## src/rtl/smbto_pkg.sv

```systemverilog
package smbto_pkg;

  // Strobes from the control FSM to the low-time counter in the datapath.
  typedef struct packed {
    logic cntClear;  // zero the low-time counter this clock
    logic cntRun;    // count this clock (window open and SCL low)
  } tmrCtl_t;

  typedef enum logic {
    BUS_IDLE = 1'b0,
    BUS_OPEN = 1'b1
  } busState_t;

endpackage

```

## src/rtl/smbto_glitch_filter.sv

```systemverilog
module smbto_glitch_filter #(
  parameter int unsigned FILTER_CYCLES = 25
) (
  input  logic clk,
  input  logic rst,
  input  logic rawLevel,
  output logic cleanLevel
);

  localparam int unsigned CW = (FILTER_CYCLES < 2) ? 1 : $clog2(FILTER_CYCLES);
  localparam logic [CW-1:0] LAST = CW'(FILTER_CYCLES - 1);

  logic [1:0]    syncQ;
  logic [CW-1:0] holdCnt;
  logic          syncLevel;

  assign syncLevel = syncQ[1];

  // Two-flop synchroniser; idle bus level is high.
  always_ff @(posedge clk) begin
    if (rst) syncQ <= 2'b11;
    else     syncQ <= {syncQ[0], rawLevel};
  end

  // Accept a new level only after it has persisted FILTER_CYCLES clocks.
  always_ff @(posedge clk) begin
    if (rst) begin
      cleanLevel <= 1'b1;
      holdCnt    <= '0;
    end else if (syncLevel == cleanLevel) begin
      holdCnt <= '0;
    end else if (holdCnt == LAST) begin
      cleanLevel <= syncLevel;
      holdCnt    <= '0;
    end else begin
      holdCnt <= holdCnt + 1'b1;
    end
  end

  assert_filter_follows_R1: assert property (@(posedge clk) disable iff (rst)
    (cleanLevel != $past(cleanLevel)) |-> (cleanLevel == $past(syncLevel)));

  assert_filter_persist_R2: assert property (@(posedge clk) disable iff (rst)
    (cleanLevel != $past(cleanLevel)) |-> ($past(holdCnt) == LAST));

endmodule

```

## src/rtl/smbto_datapath.sv

```systemverilog
module smbto_datapath
  import smbto_pkg::*;
#(
  parameter int unsigned FILTER_CYCLES  = 25,
  parameter int unsigned TIMEOUT_CYCLES = 7_500_000
) (
  input  logic    clk,
  input  logic    rst,
  input  logic    sclRaw,
  input  logic    sdaRaw,
  input  tmrCtl_t ctl,
  output logic    sclFilt,
  output logic    sdaFilt,
  output logic    sclFall,
  output logic    startDet,
  output logic    stopDet,
  output logic    lowExpired
);

  localparam int unsigned LINES = 2;
  localparam int unsigned CNTW  = $clog2(TIMEOUT_CYCLES + 1);
  localparam logic [CNTW-1:0] CNT_LAST = CNTW'(TIMEOUT_CYCLES - 1);
  localparam logic [CNTW-1:0] CNT_SAT  = CNTW'(TIMEOUT_CYCLES);

  logic [LINES-1:0] rawLines;
  logic [LINES-1:0] cleanLines;
  logic             prevScl;
  logic             prevSda;
  logic [CNTW-1:0]  lowCnt;

  assign rawLines = {sdaRaw, sclRaw};

  for (genvar g = 0; g < LINES; g++) begin : g_line
    smbto_glitch_filter #(
      .FILTER_CYCLES(FILTER_CYCLES)
    ) u_filter (
      .clk       (clk),
      .rst       (rst),
      .rawLevel  (rawLines[g]),
      .cleanLevel(cleanLines[g])
    );
  end

  assign sclFilt = cleanLines[0];
  assign sdaFilt = cleanLines[1];

  // Previous filtered levels for edge and condition detection.
  always_ff @(posedge clk) begin
    if (rst) begin
      prevScl <= 1'b1;
      prevSda <= 1'b1;
    end else begin
      prevScl <= sclFilt;
      prevSda <= sdaFilt;
    end
  end

  assign sclFall  = prevScl & ~sclFilt;
  assign startDet = prevScl & sclFilt & prevSda & ~sdaFilt;
  assign stopDet  = prevScl & sclFilt & ~prevSda & sdaFilt;

  // Continuous low-time counter; holds when not running.
  always_ff @(posedge clk) begin
    if (rst) begin
      lowCnt <= '0;
    end else if (ctl.cntClear) begin
      lowCnt <= '0;
    end else if (ctl.cntRun && (lowCnt != CNT_SAT)) begin
      lowCnt <= lowCnt + 1'b1;
    end
  end

  assign lowExpired = ctl.cntRun & ~ctl.cntClear & (lowCnt == CNT_LAST);

  assert_expire_only_low_R5: assert property (@(posedge clk) disable iff (rst)
    lowExpired |-> !sclFilt);

  assert_count_holds_high_R5: assert property (@(posedge clk) disable iff (rst)
    (!ctl.cntClear && sclFilt) |=> $stable(lowCnt));

  assert_start_shape_R3: assert property (@(posedge clk) disable iff (rst)
    startDet |-> (sclFilt && $past(sclFilt) && $past(sdaFilt) && !sdaFilt));

  assert_stop_shape_R3: assert property (@(posedge clk) disable iff (rst)
    stopDet |-> (sclFilt && $past(sclFilt) && !$past(sdaFilt) && sdaFilt));

endmodule

```

## src/rtl/smbto_control.sv

```systemverilog
module smbto_control
  import smbto_pkg::*;
(
  input  logic    clk,
  input  logic    rst,
  input  logic    sclFilt,
  input  logic    sclFall,
  input  logic    startDet,
  input  logic    stopDet,
  input  logic    lowExpired,
  input  logic    slaveSdaLow,
  output tmrCtl_t ctl,
  output logic    timeoutRst,
  output logic    sdaDriveLow
);

  busState_t busState;
  logic      sdaReleased;
  logic      isOpen;

  assign isOpen = (busState == BUS_OPEN);

  // Timer strobes: count only inside an open window while SCL is low,
  // restart on each falling edge.
  assign ctl.cntClear = ~isOpen | sclFall;
  assign ctl.cntRun   = isOpen & ~sclFilt;

  always_ff @(posedge clk) begin
    if (rst) begin
      busState <= BUS_IDLE;
    end else begin
      unique case (busState)
        BUS_IDLE: if (startDet) busState <= BUS_OPEN;
        BUS_OPEN: if (lowExpired || stopDet) busState <= BUS_IDLE;
        default:  busState <= BUS_IDLE;
      endcase
    end
  end

  always_ff @(posedge clk) begin
    if (rst) begin
      timeoutRst  <= 1'b0;
      sdaReleased <= 1'b0;
    end else begin
      timeoutRst <= isOpen & lowExpired;
      if (startDet)        sdaReleased <= 1'b0;
      else if (lowExpired) sdaReleased <= 1'b1;
    end
  end

  assign sdaDriveLow = slaveSdaLow & ~sdaReleased;

  assert_single_pulse_R6: assert property (@(posedge clk) disable iff (rst)
    timeoutRst |=> !timeoutRst);

  assert_pulse_needs_window_R4: assert property (@(posedge clk) disable iff (rst)
    timeoutRst |-> ($past(busState) == BUS_OPEN));

  assert_closed_after_tmo_R7: assert property (@(posedge clk) disable iff (rst)
    timeoutRst |-> (busState == BUS_IDLE));

  assert_released_on_tmo_R8: assert property (@(posedge clk) disable iff (rst)
    timeoutRst |-> !sdaDriveLow);

endmodule

```

## src/rtl/smbus_lowtime_guard.sv

```systemverilog
module smbus_lowtime_guard
  import smbto_pkg::*;
#(
  parameter int unsigned CLK_FREQ_HZ    = 250_000_000,
  parameter int unsigned FILTER_NS      = 100,
  parameter int unsigned TIMEOUT_US     = 30_000,
  parameter int unsigned FILTER_CYCLES  =
    int'((longint'(FILTER_NS) * longint'(CLK_FREQ_HZ) + 64'd999_999_999) / 64'd1_000_000_000),
  parameter int unsigned TIMEOUT_CYCLES =
    int'((longint'(TIMEOUT_US) * longint'(CLK_FREQ_HZ)) / 64'd1_000_000)
) (
  input  logic clk,
  input  logic rst,
  input  logic sclIn,
  input  logic sdaIn,
  input  logic slaveSdaLow,
  output logic sclFilt,
  output logic sdaFilt,
  output logic startStrobe,
  output logic stopStrobe,
  output logic timeoutRst,
  output logic sdaDriveLow
);

  tmrCtl_t ctl;
  logic    sclFall;
  logic    lowExpired;

  smbto_datapath #(
    .FILTER_CYCLES (FILTER_CYCLES),
    .TIMEOUT_CYCLES(TIMEOUT_CYCLES)
  ) u_datapath (
    .clk       (clk),
    .rst       (rst),
    .sclRaw    (sclIn),
    .sdaRaw    (sdaIn),
    .ctl       (ctl),
    .sclFilt   (sclFilt),
    .sdaFilt   (sdaFilt),
    .sclFall   (sclFall),
    .startDet  (startStrobe),
    .stopDet   (stopStrobe),
    .lowExpired(lowExpired)
  );

  smbto_control u_control (
    .clk        (clk),
    .rst        (rst),
    .sclFilt    (sclFilt),
    .sclFall    (sclFall),
    .startDet   (startStrobe),
    .stopDet    (stopStrobe),
    .lowExpired (lowExpired),
    .slaveSdaLow(slaveSdaLow),
    .ctl        (ctl),
    .timeoutRst (timeoutRst),
    .sdaDriveLow(sdaDriveLow)
  );

endmodule

```

## config.mk

```make
export PLATFORM = sky130hd
export DESIGN_NAME = smbus_lowtime_guard
export DESIGN_NICKNAME = d
export VERILOG_FILES = /design/src/rtl/smbto_pkg.sv /design/src/rtl/smbto_glitch_filter.sv /design/src/rtl/smbto_datapath.sv /design/src/rtl/smbto_control.sv /design/src/rtl/smbus_lowtime_guard.sv
export SDC_FILE = /design/constraint.sdc
export NUM_CORES = 1
export LEC_CHECK = 0
export BUFFER_PORTS_ARGS = -buffer_cell sky130_fd_sc_hd__buf_2
export CORE_MARGIN = 5
export CORE_UTILIZATION = 56
export CTS_BUF_LIST = sky130_fd_sc_hd__clkbuf_8
export CTS_CLUSTER_DIAMETER = 120
export CTS_CLUSTER_SIZE = 16
export DETAILED_ROUTE_END_ITERATION = 7
export PLACE_DENSITY = 0.82
export SKIP_CTS_REPAIR_TIMING = 1
export SYNTH_ARGS = -nofsm -noshare
export SYNTH_HDL_FRONTEND = slang
export SYNTH_SLANG_ARGS = --single-unit
```

## constraint.sdc

```tcl
create_clock -name clk -period 2.2 [get_ports clk]
set_input_delay 0.44 -clock clk [delete_from_list [all_inputs] [get_ports clk]]
set_output_delay 0.44 -clock clk [all_outputs]
set_load 0.005 [all_outputs]
```

## After elaboration in Yosys (flattened, before gate mapping)

Cells that the tools add are included.
Widths: inputs -> output; s select.

| storage, ports and cells | value |
|---|---|
| flip-flop bits (word level) | 44 |
| memories | 0 |
| output and inout port bits | 6 |
| input bits | 5 |
| logic and storage cells | 52 |
| bits in read-only memories | 0 |
| RAM bits | 0 |
| bits in latches | 0 |

| cells by class | value |
|---|---|
| $add $sub $neg | 3 |
| shifts and indexed selects | 0 |
| div/mod/pow operators | 0 |
| multiplexer cells | 3 |
| $mul | 0 |
| bitwise logic cells | 20 |
| reductions and logical operators | 8 |
| equality and inequality tests | 6 |
| magnitude comparators | 0 |

Operators with widths:

| kind | count |
|---|---|
| $add 23x1->23 const B | 1 |
| $eq 23x23->1 const B | 1 |
| $ne 23x23->1 const B | 1 |
| $and 1x1->1 | 11 |
| $add 5x1->5 const B | 2 |
| $eq 5x5->1 const B | 2 |
| $not 1->1 | 8 |
| $reduce_or 3->1 | 2 |
| $reduce_and 2->1 | 2 |
| $reduce_or 2->1 | 2 |
| $eq 1x1->1 | 2 |
| $mux 1 | 2 |
| $pmux 1 s2 | 1 |
| $logic_and 1x1->1 | 1 |
| $logic_or 1x1->1 | 1 |
| $or 1x1->1 | 1 |

## Depth between registers and ports, before layout

Gate-level depths: netlist of the first run.

| depth | value |
|---|---|
| word-level depth | 9 |
| depth in mapped cells | 9 |
| depth with buffers taken out | 7 |

## Hierarchy

A second synthesis of the first run with hierarchy kept.

| second synthesis, totals | value |
|---|---|
| cells, all modules | 225 |
| area total of the unflattened synthesis | 1,999.4 µm² |

By module, submodules not included:

| module | area each (µm²) | cells each | times used | seq. area each (µm²) |
|---|---|---|---|---|
| smbto_datapath | 1,257.5 | 152 | 1 | 500.5 |
| smbto_glitch_filter | 312.8 | 30 | 2 | 160.2 |
| smbto_control | 116.4 | 13 | 1 | 60.1 |

## Worst setup path after synthesis of the first run

Ideal clock, no wire load.

| timing | value |
|---|---|
| kind | reg2reg |
| start point | register u_datapath.lowCnt[16] |
| end point | register u_datapath.lowCnt[1] |
| clock period less this slack | 2.196 ns |
| path buffers | 2 |
| data required time | 2.072 ns |
| cell stages (with the launch flop) | 8 |
| setup slack | 0.004 ns |
| setup time | 0.128 ns |
| data arrival time | 2.069 ns |
| cells stage by stage | dfxtp_1 > or4b_1 > or4_4 > o31ai_4 > buf_6 > buf_12 > mux2i_1 > nor2_1 |

| between the ends | value |
|---|---|
| word-level cells in the longest chain between the ends | 2 |

RTL lines:

| what | RTL line | text |
|---|---|---|
| from (decl) | smbto_datapath.sv:29 | `logic [CNTW-1:0] lowCnt;` |
| from (signal assigned) | smbto_datapath.sv:69 | `lowCnt <= lowCnt + 1'b1;` |
| $ne 23x23->1 | smbto_datapath.sv:68 | `end else if (ctl.cntRun && (lowCnt != CNT_SAT)) begin` |
| $logic_and 1x1->1 | smbto_datapath.sv:68 |  |

No other way between the ends.
A chain may end at the register's enable or synchronous reset.

## Final worst setup path of the first run

| timing | value |
|---|---|
| start point | register u_datapath.lowCnt[9] |
| end point | register u_datapath.lowCnt[12] |

| between the ends | value |
|---|---|
| word-level cells in the longest chain between the ends | 2 |
| elaborated cells between the ends (all ways) | 3 |
| those cells by class | add/sub: 1; eq/ne: 1; reduce/logical: 1 |

RTL lines:

| what |
|---|
| parallel branches: the longest is 2 deep, another holds $add 23x1->23 |

Several ways; the timed one is not identified.

==> flow_summary.yaml, run 1 <==
worst_setup_path:
  r2r_end: "u_datapath.lowCnt[12]"
  crit_type: "reg2reg"
  reg2reg_setup_slack_ns: 0.08
  reg2regPathDepth: 6
  critPathRequiredTime_ns: 2.44
  r2r_start: "u_datapath.lowCnt[9]"
  cp_max_fo: 8
  cp-end-kind: "register"
  crit_arrival_ns: 2.37
  start_kind: "register"
hold_path:
  worstHoldPathCells: 2
  hp-class: "in2reg"
  hold_start: "sdaIn"
  holdPathEnd: "u_datapath.g_line[1].u_filter.syncQ[0]"
place:
  dpl.hpwl_um: 2940
  dpl_worst_slack_ns: 0.0579
  dpl.cell_count: 289
  gp_congestion: 0.873
  portBuffers: 10
floorplanning:
  core.rowCount: 21
  core_mm2: 0.00342
  start_util_pct: 59.2
  die_area_mm2: 0.00491
  die_w_um: 70.1
  die_h_um: 70.1
  ios: 11
layout:
  synthToLayoutAreaGrowth_pct: 13.8
  fin_nets: 263
  antenna_cells: 0
  fin_util_pct: 67.3
  drive_gt1_share_pct: 17.4
  fillers: 282
  instances_no_fill: 299
synthesis:
  yosysWarnings: 0
  muxShareOfSynthArea_pct: 0.495
  syn_nets: 240
  yosysUniqueCellTypes: 39
  synth-simple-area-share_pct: 31.1
  synth_top_family_by_area: "simple AND/OR/NAND/NOR gates"
  ys.flop_type: "dfxtp_1"
  netlist_area_mm2: 0.00202
  synth-edff-count: 0
  synth_compound_area_share_pct: 10.1
  netlist_instances: 229
  ys_ff_latch: 44
  synth_async_sr_flop_share_pct: 0
  synth_area_per_cell_um2: 8.82
  synth-adder-area-share_pct: 3.72
  synth_xor_area_share_pct: 6.50
  yosysSeqAreaShare_pct: 43.6
route:
  drt_iter0_markers: 122
  ant_nets: 0
  dr.pass1.iters: 4
  drcViolationCount: 0
  avgRoutedWirePerCell_um: 13.5
  vias: 1673
  viasPerCell: 5.60
  routed_wl_um: 4050
global_routing:
  first_global_vias: 1595
  grt_usage_pct: 17.4
  overflow: 0
  antenna_found_initial: 0
  grt_pass1_wl_um: 6900
  grt_max_degree: 21
timing:
  final_max_slew_viol_count: 0
  clock_skew_ns: 0.00825
  fmax_mhz: 471
  holdWs_ns: 0.315
  hold_viol_final: 0
  worstMarginPinSlew_ns: 0.382
  setup_ws_ns: 0.0751
  period_minus_slack_ns: 2.12
  finalSetupTns_ns: 0
  rsz0062_at_grt: "no"
  fin_crit_sh_pct: 96.6
  setup_viol_count_final: 0
  relSlewSlack_pct: 74.1
flow_run:
  drv_cap: 0
pwr:
  vdd_drop_max_uv: 462
  power_density_mw_per_mm2: 624
  p_leak_uw: 0.000801
clocking:
  htree_num_levels: 2
  clock_sinks: 44
  clock_path_buffers: 2
  cts_made_buffers: 5
  clk_latency_ns: 0.30
  clk_pin_slew_worst_paths_ns: 0.08
  root_buffer: "clkbuf_8"
  cts_tree: "built"
run_status:
  status: "completed"
placed cells by master (no fill, tap or decap), types with 2 or more instances in the layout:
master and count:
buf_4 10, nor3b_1 4, buf_6 2, or4_1 4, nor3_1 4, and3_1 6
inv_1 10, buf_2 12, and4b_1 2, ha_1 6, and4_1 2, xor2_1 10
dfxtp_2 2, a21oi_1 14, nand2_1 16, nor2_1 23, clkbuf_8 5, o31ai_1 3
nand3_1 11, or3_1 12, nor2b_1 6, o21ai_0 10, or2_2 6, nand4_1 7
xnor2_1 5, a211o_1 2, dfxtp_1 42
worst max path at each step:
stage,end,startpoint,depth (start not counted)
final,u_datapath.lowCnt[12],u_datapath.lowCnt[9],6
after global routing,u_datapath.lowCnt[1],u_datapath.lowCnt[9],6
after CTS,u_datapath.lowCnt[16],u_datapath.lowCnt[16],6
after detailed placement,u_datapath.lowCnt[1],u_datapath.lowCnt[16],6
after global placement,u_datapath.lowCnt[1],u_datapath.lowCnt[16],6
after floorplan,u_datapath.lowCnt[1],u_datapath.lowCnt[16],7
flip-flops by register name (all words and copies together), names as in the netlist:
register / flops
u_datapath.g_line.u_filter.syncQ: 4
u_datapath.prevScl: 1
u_control.busState: 1
u_datapath.prevSda: 1
u_datapath.g_line.u_filter.holdCnt: 10
u_control.timeoutRst: 1
u_control.sdaReleased: 1
u_datapath.lowCnt: 23
u_datapath.g_line.u_filter.cleanLevel: 2
stage by stage:
| step | total power (uW) | instance area (um^2) |
|---|---|---|
| after floorplan | 831 | 2020 |
| after global placement | 837 | 2160 |
| after detailed placement | 839 | 2160 |
| after CTS | 1450 | 2280 |
| after global routing | 1480 | 2300 |
| final | 1430 | 2300 |
logic make-up (layout without fill, tap and decap cells):
group           count (synthesis)  in the layout
flops                          44             44
buf+inv                        18             42
compound gates                 33             33
fa+ha+maj                       6              6
mux                             1              1
xor+xnor                       15             15
simple gates                  112            112
layer usage:
layer / global-route usage [%] / vias up / routed length, um
met2: 29.7 / 36 / 2020
met5: 0 / - / 0
li1: - / 846 / -
met4: 6.38 / 0 / 56
met3: 6.17 / 5 / 168
met1: 19.9 / 786 / 1810
cells in the mapped netlist, types with 2 or more instances:
master	count	area share, %
or2_2	6	1.9
dfxtp_1	44	44
nand3_1	11	2.7
nand2_1	16	3.0
ha_1	6	3.7
and4b_1	2	0.99
xor2_1	10	4.3
o31ai_1	3	1.1
nor2_1	23	4.3
clkbuf_1	6	1.1
nor3b_1	4	1.5
nor2b_1	6	1.9
xnor2_1	5	2.2
inv_1	10	1.9
nand4_1	7	2.2
or4_1	4	1.5
and3_1	6	1.9
a21oi_1	14	3.5
a211o_1	2	0.87
or3_1	12	3.7
and4_1	2	0.87
nor3_1	4	0.99
o21ai_0	10	2.5
worst max-delay path, stage by stage, from the launching register on:
cell	delay (ns)
dfxtp_1	0.32
or4b_4	0.52
or4_4	0.46
o31ai_4	0.29
buf_2	0.24
o21ai_0	0.11
a21oi_1	0.12
power by group:
part           total (uW)  internal, uW  switching [uW]
Combinational        16.7          8.39            8.33
Sequential            803           800            2.64
Clock                 615           336             279
cell type report:
cell class,count,area [um^2],share of cell area (%)
multi-input combinational,167,1050,45.8
sequential,44,883,38.4
timing repair buffer,24,158,6.86
clock buffer,5,68.8,2.99
tap,46,57.6,2.50
clock inverter,3,42.5,1.85
inverter,10,37.5,1.63
Power figures use the tool's default switching activity.
==> run 2: changes to the inputs <==
--- a/config.mk
+++ b/config.mk
@@ -7,12 +7,11 @@
 export LEC_CHECK = 0
 export BUFFER_PORTS_ARGS = -buffer_cell sky130_fd_sc_hd__buf_2
 export CORE_MARGIN = 5
-export CORE_UTILIZATION = 56
+export CORE_UTILIZATION = 65
 export CTS_BUF_LIST = sky130_fd_sc_hd__clkbuf_8
-export CTS_CLUSTER_DIAMETER = 120
 export CTS_CLUSTER_SIZE = 16
 export DETAILED_ROUTE_END_ITERATION = 7
-export PLACE_DENSITY = 0.82
+export PLACE_DENSITY = 0.89
 export SKIP_CTS_REPAIR_TIMING = 1
 export SYNTH_ARGS = -nofsm -noshare
 export SYNTH_HDL_FRONTEND = slang
==> constraint.sdc (replaced) <==
create_clock -name clk -period 2.5 [get_ports clk]
set_input_delay 0.5 -clock clk [delete_from_list [all_inputs] [get_ports clk]]
set_output_delay 0.5 -clock clk [all_outputs]
set_load 0.005 [all_outputs]
==> run 2 against run 1 <==
Power shrank 6.0%. Sequential share of layout area grew 0.94 points. Design area shrank 2.7%. Worst setup slack gained 0.20 ns. Global-route usage grew 3.5 points. Maximum frequency shrank 4.7%. Critical endpoint unchanged. Register-to-register slack gained 0.20 ns.
==> flow_summary.yaml, run 2 (synthesized netlist as in run 1, its figures left out) <==
global_routing:
  antenna_found_initial: 0
  overflow: 0
  grt_pass1_wl_um: 6900
  grt_usage_pct: 20.9
  first_global_vias: 1560
  grt_max_degree: 23
clocking:
  cts_tree: "built"
  clock_path_buffers: 2
  cts_made_buffers: 5
  clk_latency_ns: 0.29
  clock_sinks: 44
  htree_num_levels: 2
  root_buffer: "clkbuf_8"
  clk_pin_slew_worst_paths_ns: 0.08
timing:
  clock_skew_ns: 0.00344
  fmax_mhz: 449
  setup_viol_count_final: 0
  holdWs_ns: 0.384
  period_minus_slack_ns: 2.23
  relSlewSlack_pct: 55.4
  final_max_slew_viol_count: 0
  rsz0062_at_grt: "no"
  fin_crit_sh_pct: 89.2
  worstMarginPinSlew_ns: 0.664
  finalSetupTns_ns: 0
  hold_viol_final: 0
route:
  viasPerCell: 5.77
  dr.pass1.iters: 4
  routed_wl_um: 4050
  drt_iter0_markers: 74
  avgRoutedWirePerCell_um: 14.1
  vias: 1655
  ant_nets: 0
  drcViolationCount: 0
layout:
  drive_gt1_share_pct: 12.8
  top_regs: "u_datapath.lowCnt (23), u_datapath.g_line.u_filter.holdCnt (10), u_datapath.g_line.u_filter.syncQ (4)"
  fin_nets: 254
  largest_register: "u_datapath.lowCnt"
  final_cell_mix: "dfxtp_1, nor2_1, nand2_1, a21oi_1, or3_1"
  final_common_cell: "dfxtp_1"
  antenna_cells: 0
  largest_reg_flops: 23
  synthToLayoutAreaGrowth_pct: 10.8
hold_path:
  holdPathEnd: "u_datapath.g_line[0].u_filter.syncQ[0]"
  hold_start: "sclIn"
  hp-class: "in2reg"
  worstHoldPathCells: 2
place:
  dpl.hpwl_um: 2850
  portBuffers: 10
  gp_congestion: 0.827
worst_setup_path:
  crit_type: "reg2reg"
  path_cells: "or4b_1 > or4_4 > o31ai_4 > buf_4 > o21ai_0 > a21oi_1"
  start_kind: "register"
  r2r_start: "u_datapath.lowCnt[9]"
  crit_buf_inv: 1
  reg2reg_setup_slack_ns: 0.27
  cp_max_fo: 22
  crit_arrival_ns: 2.45
  cp-end-kind: "register"
  r2r_end: "u_datapath.lowCnt[12]"
  cp_top_family: "simple AND/OR/NAND/NOR gates"
  critPathRequiredTime_ns: 2.72
  slowest_stage: "or4_4"
  reg2regPathDepth: 6
  crit_path_start: "u_datapath.lowCnt[9]"
  critPathMaxStageDelay_ns: 0.52
run_status:
  status: "completed"
floorplanning:
  die_area_mm2: 0.00432
  core.rowCount: 20
  start_util_pct: 66.7
  ios: 11
  core_mm2: 0.00303
  die_h_um: 65.8
  die_w_um: 65.8
pwr:
  vdd_drop_max_uv: 527
  power_density_mw_per_mm2: 603
  p_leak_uw: 0.000764
flow_run:
  drv_cap: 0
-- run 2: cell types whose count changed in the layout (fill, tap and decap cells not counted), moves of 2 or more --
cell and delta:
buf_6 -2, dfxtp_2 -2, buf_2 -2, dfxtp_1 +2, buf_4 -5
-- run 2: worst reg2reg max path, stage by stage, from the launching register on --
cell and delay (ns):
dfxtp_1 0.36, or4b_1 0.51, or4_4 0.52, o31ai_4 0.24
buf_4 0.25, o21ai_0 0.12, a21oi_1 0.16
-- run 2: cell type report --
type / instances / area [um^2]
clock buffers: 5 / 68.8
clock inverters: 2 / 60.1
fillers: 221 / 790
inverters: 10 / 37.5
multi-input cells: 167 / 1050
flip-flops and latches: 44 / 881
well taps: 44 / 55.1
repair buffers: 15 / 87.6
-- run 2: power breakdown --
| group | internal, uW | switching, uW |
|---|---|---|
| sequential | 704 | 2.42 |
| combinational | 7.42 | 8.17 |
| clock | 393 | 234 |
-- run 2: layer usage --
metal | GRT usage [%] | vias to the layer above | wire length [um]
met5 | 0 | - | 0
met4 | 8.29 | 0 | 55
met3 | 5.30 | 6 | 200
met2 | 36.0 | 39 | 1980
met1 | 24.6 | 777 | 1810
li1 | - | 833 | -
-- run 2: per-stage QoR --
stage               area, um^2  util (%)  total power [uW]  worst slack, ns  std cells
floorplan                 2020         -               731            0.304        229
global placement          2110      69.7               737            0.359        280
detailed placement        2110      69.7               739            0.322        280
CTS                       2240      73.9              1350            0.296        287
global route              2240      73.9              1400            0.167        287
finish                    2240      73.9              1350            0.270        287
-- run 2: worst max-delay path by stage --
stage / to / slack [ns] / cells past startpoint
after floorplan: u_datapath.lowCnt[1] / 0.30 / 7
after global placement: u_datapath.lowCnt[22] / 0.36 / 6
after detailed placement: u_datapath.lowCnt[22] / 0.32 / 6
after CTS: u_datapath.lowCnt[12] / 0.30 / 6
after global routing: u_datapath.lowCnt[12] / 0.17 / 6
final: u_datapath.lowCnt[12] / 0.27 / 6
